**config.mk**
```make
export PLATFORM = sky130hd
export DESIGN_NAME = shift_alu
export DESIGN_NICKNAME = d
export VERILOG_FILES = /design/src/rtl/shalu_pkg.sv /design/src/rtl/shalu_decode.sv /design/src/rtl/shalu_shifter.sv /design/src/rtl/shalu_core.sv /design/src/rtl/shift_alu.sv
export SDC_FILE = /design/constraint.sdc
export NUM_CORES = 1
export LEC_CHECK = 0
export ABC_AREA = 1
export BUFFER_PORTS_ARGS = -buffer_cell sky130_fd_sc_hd__buf_2
export CAP_MARGIN = 10
export CORE_MARGIN = 10
export CORE_UTILIZATION = 40
export DETAILED_ROUTE_END_ITERATION = 8
export GPL_ROUTABILITY_DRIVEN = 0
export MAX_ROUTING_LAYER = met4
export SYNTH_ARGS = -nofsm -noshare
export SYNTH_HDL_FRONTEND = slang
export SYNTH_SLANG_ARGS = --single-unit
```
**constraint.sdc**
```tcl
create_clock -name vclk -period 6.6
set_input_delay 0.66 -clock vclk [all_inputs]
set_output_delay 0.66 -clock vclk [all_outputs]
set_load 0.01 [all_outputs]
```
**src/rtl/shalu_pkg.sv**
```systemverilog
package shalu_pkg;
  localparam int SUBOP_W = 5;

  typedef enum logic [2:0] {
    ALU_ADD,
    ALU_SUB,
    ALU_AND,
    ALU_OR,
    ALU_XOR,
    ALU_ANDN
  } alu_op_e;

  typedef struct packed {
    alu_op_e op;
    logic    shr;      // 1: logical right, 0: left
    logic    shift_en; // 0: operand b bypasses shifter
    logic    valid;
  } dec_t;
endpackage

```
**src/rtl/shalu_decode.sv**
```systemverilog
module shalu_decode
  import shalu_pkg::*;
(
  input  logic [SUBOP_W-1:0] subop_i,
  output dec_t               dec_o
);
  always_comb begin
    dec_o = '{op: ALU_ADD, shr: 1'b0, shift_en: 1'b1, valid: 1'b1};
    unique case (subop_i)
      5'b00000: dec_o.op = ALU_ADD;
      5'b00001: dec_o.op = ALU_SUB;
      5'b00010: dec_o.op = ALU_AND;
      5'b00011: dec_o.op = ALU_XOR;
      5'b00100: dec_o.op = ALU_OR;
      5'b11100: begin dec_o.op = ALU_ADD; dec_o.shr = 1'b1; end
      5'b11101: begin dec_o.op = ALU_SUB; dec_o.shr = 1'b1; end
      5'b11110: begin dec_o.op = ALU_AND; dec_o.shr = 1'b1; end
      5'b11111: begin dec_o.op = ALU_XOR; dec_o.shr = 1'b1; end
      5'b10101: begin dec_o.op = ALU_OR;  dec_o.shr = 1'b1; end
      5'b10010: begin dec_o.op = ALU_ANDN; dec_o.shift_en = 1'b0; end
      default:  dec_o.valid = 1'b0;
    endcase
  end
endmodule

```
**src/rtl/shalu_shifter.sv**
```systemverilog
module shalu_shifter #(
  parameter int DATA_W  = 32,
  localparam int SHAMT_W = $clog2(DATA_W)
) (
  input  logic [DATA_W-1:0]  data_i,
  input  logic [SHAMT_W-1:0] amt_i,
  input  logic               shr_i,
  output logic [DATA_W-1:0]  data_o
);
  logic [DATA_W-1:0] stg [SHAMT_W+1];

  assign stg[0] = data_i;

  // log2 stages, stage k moves by 2**k
  for (genvar k = 0; k < SHAMT_W; k++) begin : g_stage
    localparam int STEP = 1 << k;
    always_comb begin
      if (!amt_i[k])   stg[k+1] = stg[k];
      else if (shr_i)  stg[k+1] = stg[k] >> STEP;
      else             stg[k+1] = stg[k] << STEP;
    end
  end

  assign data_o = stg[SHAMT_W];
endmodule

```
**src/rtl/shalu_core.sv**
```systemverilog
module shalu_core
  import shalu_pkg::*;
#(
  parameter int DATA_W = 32
) (
  input  alu_op_e           op_i,
  input  logic [DATA_W-1:0] a_i,
  input  logic [DATA_W-1:0] b_i,
  output logic [DATA_W-1:0] res_o
);
  always_comb begin
    unique case (op_i)
      ALU_ADD:  res_o = a_i + b_i;
      ALU_SUB:  res_o = a_i - b_i;
      ALU_AND:  res_o = a_i & b_i;
      ALU_OR:   res_o = a_i | b_i;
      ALU_XOR:  res_o = a_i ^ b_i;
      ALU_ANDN: res_o = a_i & ~b_i;
      default:  res_o = '0;
    endcase
  end
endmodule

```
**src/rtl/shift_alu.sv**
```systemverilog
module shift_alu
  import shalu_pkg::*;
#(
  parameter int DATA_W  = 32,
  localparam int SHAMT_W = $clog2(DATA_W)
) (
  input  logic [DATA_W-1:0]  a_i,
  input  logic [DATA_W-1:0]  b_i,
  input  logic [SHAMT_W-1:0] shamt_i,
  input  logic [SUBOP_W-1:0] subop_i,
  output logic [DATA_W-1:0]  result_o,
  output logic               valid_o
);
  dec_t               dec;
  logic [SHAMT_W-1:0] amt;
  logic [DATA_W-1:0]  b_sh;
  logic [DATA_W-1:0]  core_res;

  shalu_decode u_dec (
    .subop_i (subop_i),
    .dec_o   (dec)
  );

  assign amt = dec.shift_en ? shamt_i : '0;

  shalu_shifter #(.DATA_W(DATA_W)) u_shf (
    .data_i (b_i),
    .amt_i  (amt),
    .shr_i  (dec.shr),
    .data_o (b_sh)
  );

  shalu_core #(.DATA_W(DATA_W)) u_core (
    .op_i  (dec.op),
    .a_i   (a_i),
    .b_i   (b_sh),
    .res_o (core_res)
  );

  assign result_o = dec.valid ? core_res : '0;
  assign valid_o  = dec.valid;
endmodule

```
* Word-level counts from Yosys, hierarchy flattened
Index checks and enable logic that the tools add are counted.
** Operators by class
- Bitwise logic cells :: 5
- Muxes and demuxes :: 16
- Equal/unequal tests :: 15
- Add/subtract/negate cells :: 2
- Reduce and logical (&&, ||, !) cells :: 8
** Operators with widths (count)
- 32-bit 2-to-1 mux :: 11
- 32-bit one-hot mux with 6 select lines :: 1
- 32-bit AND :: 2
- 32-bit adder :: 1
- 32-bit inverter :: 1
- 32-bit bitwise OR :: 1
- 32-bit subtractor :: 1
- 32-bit bitwise XOR :: 1
- 5-bit equality test (second input constant) :: 6
- 3-bit one-hot mux with 5 select lines :: 1
- 11-bit OR reduction :: 1
- 5-bit by 2-bit equality test with 1-bit output (second input constant) :: 2
- 2-bit OR reduction :: 4
- 3-bit by 2-bit equality test with 1-bit output (second input constant) :: 2
- 3-bit equality test (second input constant) :: 2
- 5-bit by 1-bit equality test with 1-bit output (second input constant) :: 1
- 5-bit by 3-bit equality test with 1-bit output (second input constant) :: 1
- 5-bit zero test :: 1
- 5-bit 2-to-1 mux :: 1
- 5-bit OR reduction :: 1
- 3-bit by 1-bit equality test with 1-bit output (second input constant) :: 1
- 3-bit zero test :: 1
- 1-bit 2-to-1 mux :: 2
** Word-level totals
- Word-level logic and storage cells :: 46
- Register bits after elaboration :: 0
- Output and inout bits :: 33
- Input port bits :: 74

* Longest topological paths before layout
- Word-level depth :: 17
- Gate-level depth with buffers :: 40
- Mapped depth without buffers :: 40

* Modules after synthesis
From an unflattened synthesis, not the netlist that was laid out.
** Unflattened totals
- Cells, all modules :: 1710
- Area total of the unflattened synthesis :: 8303.0 um^2
** Modules (own cells, without submodules)
- shalu_core :: cells an instance 949, sequential area each 0.0 um^2, times used 1, area an instance 4988.5 um^2
- shalu_shifter :: cells an instance 657, sequential area each 0.0 um^2, times used 1, area an instance 2875.3 um^2
- shift_alu :: cells an instance 77, sequential area each 0.0 um^2, times used 1, area an instance 311.5 um^2
- shalu_decode :: cells an instance 27, sequential area each 0.0 um^2, times used 1, area an instance 127.6 um^2

* Worst setup path before layout
No wires, ideal clock.
- Path kind :: in2out
- Start :: in subop_i[0]
- End :: out result_o[27]
- Buffers on the path :: 1
- Stages on the path :: 40
- Path slack :: 1.028 ns
- Required time :: 5.940 ns
- Data arrival time :: 4.912 ns
- Cells stage by stage :: inv_1 -> nand2_1 -> nor2_4 -> nor2_8 -> inv_4 -> buf_2 -> nand2_1 -> nand3_1 -> nand3_1 -> nand2_1 -> nand2_1 -> inv_2 -> nand2_1 -> nand2_1 -> nand2_1 -> nand2_2 -> inv_1 -> ha_1 -> [4 not listed] -> nand2_1 -> nand2_1 -> nand2_1 -> a21oi_1 -> nor2_1 -> nor2_1 -> o21ai_0 -> inv_1 -> o21ai_0 -> nand2_1 -> inv_1 -> a21oi_1 -> o21ai_0 -> or2_2 -> nand3_1 -> o2111ai_1 -> nand2_1 -> inv_1
** Between the ends
- Cells in the longest elaborated chain, start to end :: 17
- Elaborated cells on any way between the ends :: 46
- Classes of those cells :: add/sub: 2; eq/ne: 15; mux: 16; bitwise: 5; reduce/logical: 8
** RTL lines
- from (decl) :: RTL line shift_alu.sv:10 : input logic [SUBOP_W-1:0] subop_i,
- parallel branches: the longest is 16 deep, another holds 32-bit 2-to-1 mux
- 32-bit 2-to-1 mux (*) :: RTL line shift_alu.sv:40 : assign result_o = dec.valid ? core_res : '0;
- to (decl) :: RTL line shift_alu.sv:11 : output logic [DATA_W-1:0] result_o,
Every way passes the cells marked *.

* Worst setup path after layout
- Start :: in subop_i[1]
- End :: out result_o[30]
Same word-level chain as after synthesis.

==> results.md <==
- Status: complete, no violations
- Leak Pwr: a little over 5 nW
- Max Fclk: ~0.16 GHz
- DRT iter0 DRCs: slightly above 900
- Hold WS: 1.70 ns
- Period utilisation layout: around 96%
- Commonest non-fill, non-tap cell in the layout: nand2_1
- IO buf count: 107
- Area grow syn2layout: 25.8%
- Cells after Synth: around 1500
- Vias per cell: approximately 5.7
- Yosys cell types: 51
- CP Capture Type: primary output
- Mean Syn Cell Area: between 5 and 6 um2
- Die area: between 20000 and 25000 um2
- Setup Viol. Count Final: 0
- Slew @ Worst Pin: 1.15 ns
- Top delay family on crit path: simple AND/OR/NAND/NOR gates
- Wirelength per Cell: 16.3 um
- DR vias: between 10000 and 15000
- Max Fanout on Critical Path: 8
- Grt ovf: 0
- Syn Nets: approximately 1600
- Req. time, crit path: a little under 6 ns
- Hold_buf cts: 0
- Max stage delay on crit path: 0.31 ns
- Initial antenna violation count: 0
- Critical setup path kind: input pin to primary output
- Initial Utilization: 41.2%
- Dpl cells: between 1500 and 2000
- First-pass GRT wire length: around 47000 um
- Num rows: 49
- Final hold viol count: 0
- Most frequent cells in the layout: 456 x nand2_1, 209 x nand3_1, 167 x inv_1, 109 x buf_4, 108 x buf_2
- P per Cell Area: roughly 140 nW/um2
- GRT Overall Usage: a little under a quarter
- Fin. max-slew vios: 0
- Post-synthesis sequential area ratio: 0%
- Die X: roughly 160 um
- Post-route cell area: 9430 um2
- Post-synthesis cell area: 7490 um2
- Fin cells: around 1900
- Layout cell share with drive strength beyond 1: between 20 and 25%
- Diodes inserted: 0
- Largest net degree at the start of global routing: 40
- Critical Path Most Common Cell: nand2_1
- Slew headroom: approximately 23%
- FF+latch area: 0 um2
- Warnings, synthesis: 0
- HP Class: input pin to primary output
- Buf/Inv on CP: 9
- RSZ-0062 raised after global routing: true
- DP HPWL: 23700 um
- Maximum VDD drop: ~0.059 mV
- Drt pass-1 iters: 7
- CLK BUF: 0
- Seq cells: 0
- DRC violations left: 0
- Fin nets: approximately 1800
- Vias in the first global route: 9692
- Slowest CP cell: ha_1
- Placed instance area: 8870 um2
- ANT nets after route: 0
- CP Launch Type: input pin
- Chip Height: ~160 um
- Drt total wl: about 30000 um
- # Max-Cap Violations: 0
- Core area: about 18000 um2
- Total Power: between 1 and 1.5 mW
- Worst EP arrival: 5.66 ns
- Tmin final: ~6.3 ns
- # IOs: approximately 110
[metal layers]
layer  GRT usage, %  vias up  routed length, um
met3           2.82       81               2740
li1               -     5301                  -
met1           30.6     4703              13000
met5              -        -                  0
met2           36.7      498              13700
met4           5.80        0                967
[cell families after synthesis]
family / after synthesis / share of synthesized area (%)
buf+inv: 254 / 13.9
xor+xnor: 29 / 3.39
simple gates: 889 / 53.4
fa+ha+maj: 64 / 10.8
compound gates: 239 / 18.5
[Yosys cell counts (5+ instances only)]
master	number	share of area [%]
o21ai_1	15	1.0
o21ai_0	73	4.9
nor2_2	8	0.67
nor3_1	6	0.40
a21oi_1	85	5.7
nand4_1	55	4.6
o211ai_1	8	0.80
a31oi_1	22	1.8
nand3b_1	6	0.60
nand2_2	9	0.75
or2_2	7	0.58
xor2_1	29	3.4
nor2_4	5	0.75
buf_2	20	1.3
clkbuf_1	28	1.4
buf_1	6	0.30
inv_2	13	0.65
nand3_1	241	16
nand2_1	465	23
nand3_2	7	0.94
inv_1	170	8.5
nor2_1	72	3.6
ha_1	63	11
o2111ai_1	11	1.3
buf_4	7	0.70
[layout make-up]
cell class	count	area, um2
Tap cell	229	287
Inverter	189	724
Timing Repair Buffer	232	1640
Multi-Input combinational cell	1221	6780
Fill cell	1951	8780
[report_power, final]
group	internal [mW]	switching, mW
Sequential	0	0
Combinational	0.542	0.815
Clock	0	0
Total	0.542	0.815
[repair_timing]
action,in CTS,in global routing
gates resized for setup,0,92
buffers inserted,0,10
endpoints found under the setup margin,0,18
[metrics by stage]
stage,utilization (%),worst slack [ns],TNS (ns)
global route,51.8,-0.0632,-0.229
CTS,48.7,0.156,0
finish,51.8,0.276,0
global placement,48.7,0.202,0
floorplan,-,1.03,0
detailed placement,48.7,0.176,0
[worst paths after layout]
| path | from | end | slack, ns | cells past startpoint |
|---|---|---|---|---|
| worst min-delay path | a_i[2] | result_o[2] | 1.70 | 4 |
| worst max-delay path | subop_i[1] | result_o[30] | 0.28 | 39 |
Power figures use the tool's default switching activity.
